==> src/rtl/ets_pkg.sv <==
package ets_pkg;

    typedef enum logic [3:0] {
        S_IDLE,
        S_PROG,
        S_SHIFT,
        S_SETTLE,
        S_FIRE,
        S_CONV_START,
        S_CONV,
        S_STORE,
        S_DONE
    } seq_state_t;

    typedef enum logic [1:0] {
        SH_IDLE,
        SH_LOW,
        SH_HIGH,
        SH_LATCH
    } shift_state_t;

    typedef enum logic [1:0] {
        RD_IDLE,
        RD_LOW,
        RD_HIGH,
        RD_END
    } read_state_t;

endpackage

==> src/rtl/ets_code_shifter.sv <==
module ets_code_shifter
    import ets_pkg::*;
#(
    parameter int CODE_W = 8
) (
    input  logic              clk,
    input  logic              rst_n,
    input  logic              start,
    input  logic [CODE_W-1:0] code,
    output logic              ser_clk,
    output logic              ser_data,
    output logic              ser_latch,
    output logic              done
);
    localparam int CW = $clog2(CODE_W + 1);

    shift_state_t      st_q, st_d;
    logic [CODE_W-1:0] sh_q;
    logic [CW-1:0]     cnt_q;

    always_ff @(posedge clk) begin
        if (!rst_n) st_q <= SH_IDLE;
        else        st_q <= st_d;
    end

    always_comb begin
        st_d = st_q;
        unique case (st_q)
            SH_IDLE:  if (start) st_d = SH_LOW;
            SH_LOW:   st_d = SH_HIGH;
            SH_HIGH:  st_d = (cnt_q == CW'(1)) ? SH_LATCH : SH_LOW;
            SH_LATCH: st_d = SH_IDLE;
            default:  st_d = SH_IDLE;
        endcase
    end

    always_ff @(posedge clk) begin
        if (!rst_n) begin
            sh_q  <= '0;
            cnt_q <= '0;
        end else if (st_q == SH_IDLE && start) begin
            sh_q  <= code;
            cnt_q <= CW'(CODE_W);
        end else if (st_q == SH_HIGH) begin
            sh_q  <= sh_q << 1;
            cnt_q <= cnt_q - CW'(1);
        end
    end

    always_comb begin
        ser_clk   = (st_q == SH_HIGH);
        ser_data  = (st_q == SH_LOW || st_q == SH_HIGH) ? sh_q[CODE_W-1] : 1'b0;
        ser_latch = (st_q == SH_LATCH);
        done      = (st_q == SH_LATCH);
    end

    // the latch strobe directly follows the final bit clock
    assert_latch_after_bit_R2: assert property (@(posedge clk) disable iff (!rst_n)
        ser_latch |-> $past(ser_clk));

endmodule

==> src/rtl/ets_adc_reader.sv <==
module ets_adc_reader
    import ets_pkg::*;
#(
    parameter int ADC_W = 12
) (
    input  logic             clk,
    input  logic             rst_n,
    input  logic             start,
    input  logic             sdo,
    output logic             cs_n,
    output logic             sclk,
    output logic [ADC_W-1:0] result,
    output logic             done
);
    localparam int CW = $clog2(ADC_W + 1);

    read_state_t      st_q, st_d;
    logic [ADC_W-1:0] sh_q;
    logic [CW-1:0]    cnt_q;

    always_ff @(posedge clk) begin
        if (!rst_n) st_q <= RD_IDLE;
        else        st_q <= st_d;
    end

    always_comb begin
        st_d = st_q;
        unique case (st_q)
            RD_IDLE: if (start) st_d = RD_LOW;
            RD_LOW:  st_d = RD_HIGH;
            RD_HIGH: st_d = (cnt_q == CW'(1)) ? RD_END : RD_LOW;
            RD_END:  st_d = RD_IDLE;
            default: st_d = RD_IDLE;
        endcase
    end

    always_ff @(posedge clk) begin
        if (!rst_n) begin
            sh_q  <= '0;
            cnt_q <= '0;
        end else if (st_q == RD_IDLE && start) begin
            cnt_q <= CW'(ADC_W);
        end else if (st_q == RD_HIGH) begin
            sh_q  <= {sh_q[ADC_W-2:0], sdo};
            cnt_q <= cnt_q - CW'(1);
        end
    end

    always_comb begin
        cs_n   = !(st_q == RD_LOW || st_q == RD_HIGH);
        sclk   = (st_q == RD_HIGH);
        done   = (st_q == RD_END);
        result = sh_q;
    end

    // completion only follows a final falling shift clock
    assert_done_after_clock_R5: assert property (@(posedge clk) disable iff (!rst_n)
        done |-> $past(sclk));

endmodule

==> src/rtl/ets_sample_ram.sv <==
module ets_sample_ram #(
    parameter int ADDR_W = 5,
    parameter int DATA_W = 12
) (
    input  logic              clk,
    input  logic              wr_en,
    input  logic [ADDR_W-1:0] wr_addr,
    input  logic [DATA_W-1:0] wr_data,
    input  logic [ADDR_W-1:0] rd_addr,
    output logic [DATA_W-1:0] rd_data
);
    localparam int DEPTH = 1 << ADDR_W;

    logic [DATA_W-1:0] mem [DEPTH];

    always_ff @(posedge clk) begin
        if (wr_en) mem[wr_addr] <= wr_data;
    end

    assign rd_data = mem[rd_addr];

endmodule

==> src/rtl/ets_sweep_seq.sv <==
module ets_sweep_seq
    import ets_pkg::*;
#(
    parameter int ADDR_W   = 5,
    parameter int CODE_W   = 8,
    parameter int ADC_W    = 12,
    parameter int SETTLE_W = 8
) (
    input  logic                clk,
    input  logic                rst_n,
    input  logic                sweep_go,
    input  logic [ADDR_W:0]     step_count,
    input  logic [SETTLE_W-1:0] settle_cycles,
    output logic                excite,
    output logic                sh_trig,
    output logic                dl_sclk,
    output logic                dl_sdata,
    output logic                dl_latch,
    output logic                adc_cs_n,
    output logic                adc_sclk,
    input  logic                adc_sdo,
    input  logic [ADDR_W-1:0]   rd_addr,
    output logic [ADC_W-1:0]    rd_data,
    output logic                sweep_done,
    output logic                done_pulse
);
    localparam int DEPTH = 1 << ADDR_W;
    localparam int NW    = ADDR_W + 1;

    seq_state_t          st_q, st_d;
    logic [ADDR_W-1:0]   step_q, last_q;
    logic [SETTLE_W-1:0] settle_q, wait_q;
    logic                done_q;
    logic                go_ok;
    logic                ld_start, ld_done, adc_start, adc_done, wr_en;
    logic [CODE_W-1:0]   code;
    logic [ADC_W-1:0]    adc_word;

    assign go_ok = sweep_go && (step_count != '0) && (step_count <= NW'(DEPTH));
    assign code  = CODE_W'({1'b0, step_q}) + CODE_W'(1);

    always_ff @(posedge clk) begin
        if (!rst_n) st_q <= S_IDLE;
        else        st_q <= st_d;
    end

    always_comb begin
        st_d = st_q;
        unique case (st_q)
            S_IDLE:       if (go_ok) st_d = S_PROG;
            S_PROG:       st_d = S_SHIFT;
            S_SHIFT:      if (ld_done) st_d = S_SETTLE;
            S_SETTLE:     if (wait_q == settle_q) st_d = S_FIRE;
            S_FIRE:       st_d = S_CONV_START;
            S_CONV_START: st_d = S_CONV;
            S_CONV:       if (adc_done) st_d = S_STORE;
            S_STORE:      st_d = (step_q == last_q) ? S_DONE : S_PROG;
            S_DONE:       st_d = S_IDLE;
            default:      st_d = S_IDLE;
        endcase
    end

    always_ff @(posedge clk) begin
        if (!rst_n) begin
            step_q   <= '0;
            last_q   <= '0;
            settle_q <= '0;
            wait_q   <= '0;
            done_q   <= 1'b0;
        end else begin
            unique case (st_q)
                S_IDLE: if (go_ok) begin
                    step_q   <= '0;
                    last_q   <= ADDR_W'(step_count - NW'(1));
                    settle_q <= settle_cycles;
                    done_q   <= 1'b0;
                end
                S_SHIFT:  wait_q <= '0;
                S_SETTLE: wait_q <= wait_q + SETTLE_W'(1);
                S_STORE:  if (step_q != last_q) step_q <= step_q + ADDR_W'(1);
                S_DONE:   done_q <= 1'b1;
                default: ;
            endcase
        end
    end

    always_comb begin
        excite     = (st_q == S_FIRE);
        sh_trig    = (st_q == S_FIRE);
        ld_start   = (st_q == S_PROG);
        adc_start  = (st_q == S_CONV_START);
        wr_en      = (st_q == S_STORE);
        done_pulse = (st_q == S_DONE);
        sweep_done = done_q;
    end

    ets_code_shifter #(.CODE_W(CODE_W)) shifter_i (
        .clk(clk), .rst_n(rst_n), .start(ld_start), .code(code),
        .ser_clk(dl_sclk), .ser_data(dl_sdata), .ser_latch(dl_latch), .done(ld_done)
    );

    ets_adc_reader #(.ADC_W(ADC_W)) reader_i (
        .clk(clk), .rst_n(rst_n), .start(adc_start), .sdo(adc_sdo),
        .cs_n(adc_cs_n), .sclk(adc_sclk), .result(adc_word), .done(adc_done)
    );

    ets_sample_ram #(.ADDR_W(ADDR_W), .DATA_W(ADC_W)) ram_i (
        .clk(clk), .wr_en(wr_en), .wr_addr(step_q), .wr_data(adc_word),
        .rd_addr(rd_addr), .rd_data(rd_data)
    );

    assert_fire_single_R4: assert property (@(posedge clk) disable iff (!rst_n)
        excite |=> !excite);

    assert_fire_quiet_R6: assert property (@(posedge clk) disable iff (!rst_n)
        excite |-> (adc_cs_n && !dl_sclk && !dl_latch));

    assert_frame_after_fire_R6: assert property (@(posedge clk) disable iff (!rst_n)
        $fell(adc_cs_n) |-> $past(excite, 2));

    assert_done_flag_R7: assert property (@(posedge clk) disable iff (!rst_n)
        done_pulse |=> (sweep_done && !done_pulse));

endmodule

==> config.mk <==
export PLATFORM = sky130hd
export DESIGN_NAME = ets_sweep_seq
export DESIGN_NICKNAME = d
export VERILOG_FILES = /design/src/rtl/ets_pkg.sv /design/src/rtl/ets_code_shifter.sv /design/src/rtl/ets_adc_reader.sv /design/src/rtl/ets_sample_ram.sv /design/src/rtl/ets_sweep_seq.sv
export SDC_FILE = /design/constraint.sdc
export NUM_CORES = 1
export LEC_CHECK = 0
export BUFFER_PORTS_ARGS = -buffer_cell sky130_fd_sc_hd__clkbuf_2
export CORE_MARGIN = 2
export CORE_UTILIZATION = 35
export CTS_CLUSTER_SIZE = 40
export DETAILED_ROUTE_END_ITERATION = 10
export SKIP_CTS_REPAIR_TIMING = 1
export SYNTH_ARGS = -nofsm -noshare
export SYNTH_HDL_FRONTEND = slang
export SYNTH_SLANG_ARGS = --single-unit
export TNS_END_PERCENT = 10
==> constraint.sdc <==
create_clock -name clk -period 4.8 [get_ports clk]
set_clock_uncertainty 0.2 [all_clocks]
set_input_delay 0.72 -clock clk [delete_from_list [all_inputs] [get_ports clk]]
set_output_delay 0.72 -clock clk [all_outputs]
set_load 0.01 [all_outputs]
# Word level (Yosys, flattened, before mapping)
# Memories as Yosys holds them, arrays and structs flattened.
# Index checks and enable logic that the tools add are counted.
[op_classes]
reduce_logical = 23
n_bitwise = 2
n_eq_ne = 26
shifts = 0
div = 0
n_mux = 27
magnitude_cmp = 1
n_addsub = 6
n_mul = 0
[ops]
columns = ["cell", "count"]
rows = [
  ["$mux W4", 9],
  ["$pmux W4 S8", 1],
  ["$eq A4 B3 Y1 const B", 4],
  ["$mux W8", 2],
  ["$pmux W2 S4", 2],
  ["$pmux W8 S2", 1],
  ["$eq A4 B1 Y1 const B", 3],
  ["$mux W5", 2],
  ["$ne A2 B2 Y1 const B", 5],
  ["$pmux W5 S2", 1],
  ["$reduce_bool A2 Y1", 5],
  ["$add A8 B1 Y8 const B", 1],
  ["$eq A2 B2 Y1 const B", 4],
  ["$eq A4 B2 Y1 const B", 2],
  ["$eq A8 B8 Y1", 1],
  ["$mux W2", 4],
  ["$sub A4 B1 Y4 const B", 2],
  ["$add A5 B1 Y6 const B", 1],
  ["$le A6 B6 Y1 const B", 1],
  ["$reduce_and A2 Y1", 3],
  ["$reduce_bool A6 Y1", 1],
  ["$add A5 B1 Y5 const B", 1],
  ["$eq A5 B5 Y1", 1],
  ["$ne A5 B5 Y1", 1],
  ["15 further kinds", 27],
]
[totals]
latch_bits = 0
mem_bits_rw = 384
output_inout_bits = 21
in_bits = 23
memories = 1
word_cells = 100
reg_bits = 63
romBits = 0
[mem_list]
columns = ["memory", "depth", "word_bits", "read_ports", "rd_ports_with_merged_regs", "wr", "line", "source"]
rows = [
  ["ram_i.mem", 32, 12, 1, 0, 1, "ets_sample_ram.sv:14", "logic [DATA_W-1:0] mem [DEPTH];"],
]

# Logic depth before layout (Yosys ltp)
# Gate-level depths: netlist of the first run.
[logic_depth]
ltp_word = 5
ltp_mapped = 8

# Hierarchy
# Synthesis of the first run repeated with hierarchy kept, for this count alone.
[unflattened]
cells_unflattened = 1216
area_unflattened_um2 = 18529.0
[by_module_without_submodules]
columns = ["module", "seq_area_each_um2", "cells_each", "n_inst", "area_per_inst_um2"]
rows = [
  ["ets_sample_ram", 11531.1, 856, 1, 15228.4],
  ["ets_sweep_seq", 620.6, 208, 1, 1722.9],
  ["ets_adc_reader", 360.3, 77, 1, 824.5],
  ["ets_code_shifter", 280.3, 75, 1, 753.2],
]

# Least setup slack after synthesis of the first run
# No wires, ideal clock.
[synth_path]
path_kind = "input port to output port"
from = "in rd_addr[1]"
to = "out rd_data[0]"
n_path_buf = 3
stages = 6
arrival_ns = 2.651
path_slack_ns = 1.229
cell_sequence = "clkbuf_1 > buf_1 > clkbuf_1 > mux4_2 > mux4_2 > mux2_2"
[synth_between]
elab_chain_len = 1
[synth_rtl]
columns = ["element", "line", "source"]
rows = [
  ["start, declared", "ets_sweep_seq.sv:22", "input logic [ADDR_W-1:0] rd_addr,"],
  ["$mem_v2 Z32 W12", "n/a", ""],
  ["end, declared", "ets_sweep_seq.sv:23", "output logic [ADC_W-1:0] rd_data,"],
]
# No other way between the ends.

# Worst setup path after layout of the first run
[layout_path]
from = "in rd_addr[0]"
to = "out rd_data[0]"
# The elaborated chain is that of the path after synthesis.

==> flow_summary.ini, run 1 <==
[yosys]
synth.yosys.warnings = 0
synth_enable_flop_cells = 384
synth.cell_area_sq_um = 17800
synth-async-reset-ratio_pct = 0
distinct_cell_type_count_of_the_synthesized_netlist = 51
netlist.area_leader.share_pct = 64.6
synth_seq_cells = 447
synthesis.nets = 981
post_synth_main_area_contributors = edfxtp_1 65%, mux4_2 15%, dfxtp_1 7.1%, mux2i_1 1.8%, nor2_1 1.7%
post-synth-top-area-cell = edfxtp_1
synth-seq-area-share_pct = 71.7
synthesis.instances = 941
synth_area_per_cell_sq_um = 19.0
synthFlopType = edfxtp_1

[critical_path]
crit_slowest_cell = mux4_2
critical_path.max_stage_delay_ps = 550
path_buf_inv = 3
worstSetupStartpointType = input port
timing.critical_path.mode_cell = mux4_2
cp_data_arrival_time_ps = 2940
worstSetupPathType = input port to output port
end_kind = output port
critPathMaxFanout = 30
cpLargestDelayFamily = multiplexers
crit_chain = buf_6 > buf_12 > mux4_2 > mux4_2 > mux2_2 > clkbuf_2
critPathRequiredTime_ps = 3880

[die]
chipHeight_um = 230
design.portCount = 44
placementRows = 82
fp.coreArea_sq_um = 50300
die_w_um = 230
start_util_pct = 35.5
floorplan.die_area_sq_um = 52800

[timing]
rsz0062_at_grt = no
fin_worst_hold_slack_ps = 167
report.final.slew_viol_count = 0
period_minus_slack_ps = 3860
fin_setup_tns_ps = 0
finalHoldViolCount = 0
report.final.setup_viol = 0
tightest_slew_ps = 1280
fmax_mhz = 259
slew_headroom_pct = 14.4
final.period_utilization_pct = 80.4

[power]
p_leak_nw = 6.67
vdd_drop_max_mv = 0.242
cellPowerDensity_nw_per_um2 = 401

[cts]
cts_tree = done
htreeDepth = 2
clock_tree_buf_depth = 3
cts_inserted_buffers = 47
cts.clk_slew.worst_paths_ps = 60
clock_latency_ps = 580
clock-root-buffer = clkbuf_16
numClockSinks = 447

[finish]
final_cell_mix = 384 x edfxtp_1, 120 x mux4_2, 73 x nor2_1, 63 x dfxtp_1, 48 x clkbuf_16
finalCoreUtilization_pct = 40.9
antennaDiodeCount = 0
fin_nets = 1062
areaGrowthSynthToFinish_pct = 15.2
layout_commonest_cell = edfxtp_1
drive_gt1_share_pct = 28.4

[placed_design]
dp_wirelength_mm = 23.7
routabilityCongestion = 0.736
port-buffer-count = 43

[grt]
use_met3_pct = 2.96
grt_first_pass_wirelength_mm = 59.1
grt_use_met2_pct = 23.5
busiest_layer = met2
antenna_violations_before_repair = 0
global_route.overflow_total = 0
grtUsageMet1_pct = 21.5
grt_max_degree = 47
first_global_vias = 9141
gr-usage-all-layers_pct = 15.1

[detailed_routing]
totalWireLength_mm = 39.1
drtAntennaViolNets = 0
avgRoutedWirePerCell_um = 22.6
remaining_drc_errors = 0
vias = 8840
detail_route.iter0.violations = 780
drt-pass1-iter-count = 5
post_drt_via_cell_ratio = 5.10

[flow_run]
cap_violations = 0

[hold_path]
hold_path_class = input port to flop

[outcome]
status = finished clean
## logic make-up (layout without fill, tap and decap cells)
kind of cell | count (synthesis) | count (layout) | synth area share [%]
flops | 447 | 447 | 71.7
simple gates | 167 | 167 | 4.44
mux | 166 | 166 | 17.8
buf+inv | 67 | 187 | 1.68
compound gates | 52 | 52 | 1.95
xor+xnor | 25 | 25 | 1.23
fa+ha+maj | 17 | 17 | 1.19
## where the power goes
group          leakage (nW)  internal, W  switching [W]
sequential             4.03      0.00420      0.0000381
clock                 0.737      0.00203        0.00151
combinational          1.90     0.000226       0.000242
total                  6.67      0.00645        0.00179
## metrics by stage
step | total power (W) | area [sq um] | setup WS [ps] | instances
finish | 0.00824 | 20600 | 943 | 1733
global route | 0.00853 | 20600 | 840 | 1733
CTS | 0.00833 | 20600 | 891 | 1733
detailed placement | 0.00479 | 19000 | 893 | 1645
global placement | 0.00479 | 19000 | 891 | 1645
floorplan | 0.00466 | 17800 | 1230 | 941
## layer usage
metal	part of all wire, %	vias up
met1	45	4592
met5	0	-
li1	-	3935
met2	47	268
met4	1.9	0
met3	6.3	45
## flip-flops by register name (all words and copies together) (netlist names), 5 cells and up
register	flops
last_q	5
ram_i.mem	384
step_q	5
settle_q	8
wait_q	8
shifter_i.sh_q	8
reader_i.result	12
## final cells by class
cell class | count | area [sq um]
clock buffer | 57 | 1240
timing repair buffer | 84 | 582
sequential | 447 | 12800
clock inverter | 31 | 272
inverter | 15 | 56.3
multi-input combinational | 427 | 4770
tap | 672 | 841
fill | 4510 | 29700
## tightest hold or removal path: stages
cell	delay, ps
clkbuf_2	70
mux2i_1	50
nor2_1	70
## cells in the mapped netlist, drive strengths merged, types with 8 or more instances
cell type / instances
mux2: 14
mux2i: 32
xnor2: 17
xor2: 8
nand2b: 9
nor2: 80
buf: 23
nand2: 29
mux4: 120
nor3: 8
dfxtp: 63
clkbuf: 29
nand3: 13
inv: 15
ha: 17
edfxtp: 384
a21oi: 18
## final timing paths
kind,from,end,slack [ps],cells past startpoint
worst max-delay path,rd_addr[0],rd_data[0],940,6
worst min register to register,shifter_i.cnt_q[1],shifter_i.cnt_q[1],290,2
worst min-delay path,settle_cycles[1],settle_q[1],170,3
worst max register to register,st_q[0],ram_i.mem[18][2],1840,5
Note: power is estimated with default switching activity, not from simulation.
==> inputs of run 2 (changes only) <==
clock period = 3.6 ns   (was 4.8 ns; I/O delays follow)
==> run 2 against run 1 <==
Net effect:
- critical path depth stayed put
- final area is 0.91% higher
- count of clock-buffer cells in the layout is 5 lower
- die area stayed put
- largest cell class unchanged
- non-clock buffer count is 22 higher
- routed wire length is 0.17% higher
- register-to-register slack worse by 870 ps
- sequential share of layout area is 0.56 points lower
- final cell count is 1.0% higher
- combinational power is 40% higher
- sequential power is 33% higher
- the flow now finishes with violations (negative hold slack)
==> flow_summary.ini, run 2 (same netlist as run 1, synthesis figures left out) <==
[finish]
layout_commonest_cell = edfxtp_1
fin_nets = 1083
layout.filler_cells = 4525
largest_reg_flops = 384
drive_gt1_share_pct = 28.5
final_cell_mix = 384 x edfxtp_1, 120 x mux4_2, 80 x nor2_1, 63 x dfxtp_1, 49 x buf_4
registers.top_by_ff_count = ram_i.mem
antennaDiodeCount = 0
areaGrowthSynthToFinish_pct = 16.3

[timing]
slew_headroom_pct = 15.9
period_minus_slack_ps = 3380
tightest_slew_ps = 1260
finalHoldViolCount = 3
fmax_mhz = 296
report.final.slew_viol_count = 0
fin_worst_hold_slack_ps = -8.80
fin_setup_tns_ps = 0
report.final.setup_viol = 0
rsz0062_at_grt = no
final.period_utilization_pct = 93.9

[critical_path]
worst_setup_path_startpoint = rd_addr[0]
worstSetupPathDepth = 6
timing.reg2reg.worst_path_depth = 5
critical_path.max_stage_delay_ps = 530
worstReg2RegEnd = ram_i.mem[28][2]
critPathRequiredTime_ps = 2860
worstSetupStartpointType = input port
worstSetupPathType = input port to output port
r2r_setup_slack_ps = 970
cp_data_arrival_time_ps = 2640
critPathMaxFanout = 23
end_kind = output port
timing.critical_path.mode_cell = mux4_2
timing.rr.start = st_q[0]
crit_chain = buf_6 > buf_12 > mux4_2 > mux4_2 > mux2_2 > clkbuf_2
path_buf_inv = 3
cpLargestDelayFamily = multiplexers
crit_slowest_cell = mux4_2

[power]
cellPowerDensity_nw_per_um2 = 524
p_leak_nw = 6.79
fin_total_pwr_w = 0.0109
vdd_drop_max_mv = 0.333

[die]
placementRows = 82
start_util_pct = 35.5
floorplan.die_area_sq_um = 52800
chipHeight_um = 230
fp.coreArea_sq_um = 50300
die_w_um = 230
design.portCount = 44

[cts]
numClockSinks = 447
clock_tree_buf_depth = 3
cts.clk_slew.worst_paths_ps = 60
clock-root-buffer = clkbuf_16
clock_latency_ps = 580
htreeDepth = 2
cts_tree = done
cts_inserted_buffers = 46

[hold_path]
whs_path_depth = 3
hold_path_class = input port to flop
startpoint_of_the_tightest_hold_check_path = settle_cycles[5]
hold_path_end = settle_q[5]

[grt]
grt_max_degree = 47
gr-usage-all-layers_pct = 15.0
global_route.overflow_total = 0
first_global_vias = 9142
antenna_violations_before_repair = 2
grt_first_pass_wirelength_mm = 59.1

[detailed_routing]
post_drt_via_cell_ratio = 5.16
totalWireLength_mm = 39.2
drtAntennaViolNets = 0
avgRoutedWirePerCell_um = 22.4
drt-pass1-iter-count = 4
detail_route.iter0.violations = 700
remaining_drc_errors = 0
vias = 9029

[outcome]
violations = negative hold slack
status = complete, but fails checks

[placed_design]
routabilityCongestion = 0.732
port-buffer-count = 43
dp_wirelength_mm = 24.1

[flow_run]
cap_violations = 0
==> run 2: cell types whose count changed in the layout (fill, tap and decap cells not counted), sizes merged <==
cell         before  now
clkinv           23   25
dlygate4sd3       0    2
clkinvlp          3    1
inv              17   18
buf              43   63
clkbuf           98   93
==> run 2: cell type report <==
| cell class | instances | area (sq um) | area share [%] |
|---|---|---|---|
| clock buffer | 52 | 1170 | 5.66 |
| clock inverter | 32 | 265 | 1.28 |
| inverter | 15 | 56.3 | 0.271 |
| multi-input combinational | 427 | 4750 | 22.9 |
| sequential | 447 | 12800 | 61.7 |
| tap | 672 | 841 | 4.05 |
| timing repair buffer | 106 | 865 | 4.17 |
==> run 2: stage by stage <==
stage               hold WS, ps  instance area, sq um  instances  worst slack [ps]  utilization, %
global route               6.05                 20700       1751               134            41.3
global placement            271                 19300       1665               203            38.4
finish                    -8.80                 20700       1751               221            41.3
CTS                       -38.4                 20700       1749               184            41.2
floorplan                   252                 17800        941               389               -
detailed placement          278                 19300       1665               197            38.4
==> run 2: metal layers <==
metal  track usage (%)  vias to the layer above  part of all wire, %
met3              2.90                       54                  6.0
met2              22.9                      251                   46
met4              3.93                        0                  1.9
li1                  -                     3975                    -
met1              21.9                     4749                   46
met5                 0                        -                    0
==> run 2: worst max path at each step <==
| stage | endpoint | slack, ps |
|---|---|---|
| 6_report | rd_data[9] | 220 |
| 5_1_grt | rd_data[3] | 130 |
| 4_1_cts | rd_data[9] | 180 |
| 3_5_place_dp | rd_data[9] | 200 |
| 3_3_place_gp | rd_data[9] | 200 |
| 2_1_floorplan | rd_data[0] | 390 |
==> run 2: worst reg2reg max path, delay by kind of cell, from the launching register on <==
kind / cells / cell delay, ps
flip-flops: 1 / 740
AND/OR/NAND/NOR: 4 / 1080
buffers and inverters: 1 / 280
==> run 2: power by group <==
group / internal (W) / switching (W)
registers: 0.00559 / 0.0000486
logic: 0.000325 / 0.000332
clock network: 0.00257 / 0.00200
total: 0.00849 / 0.00238
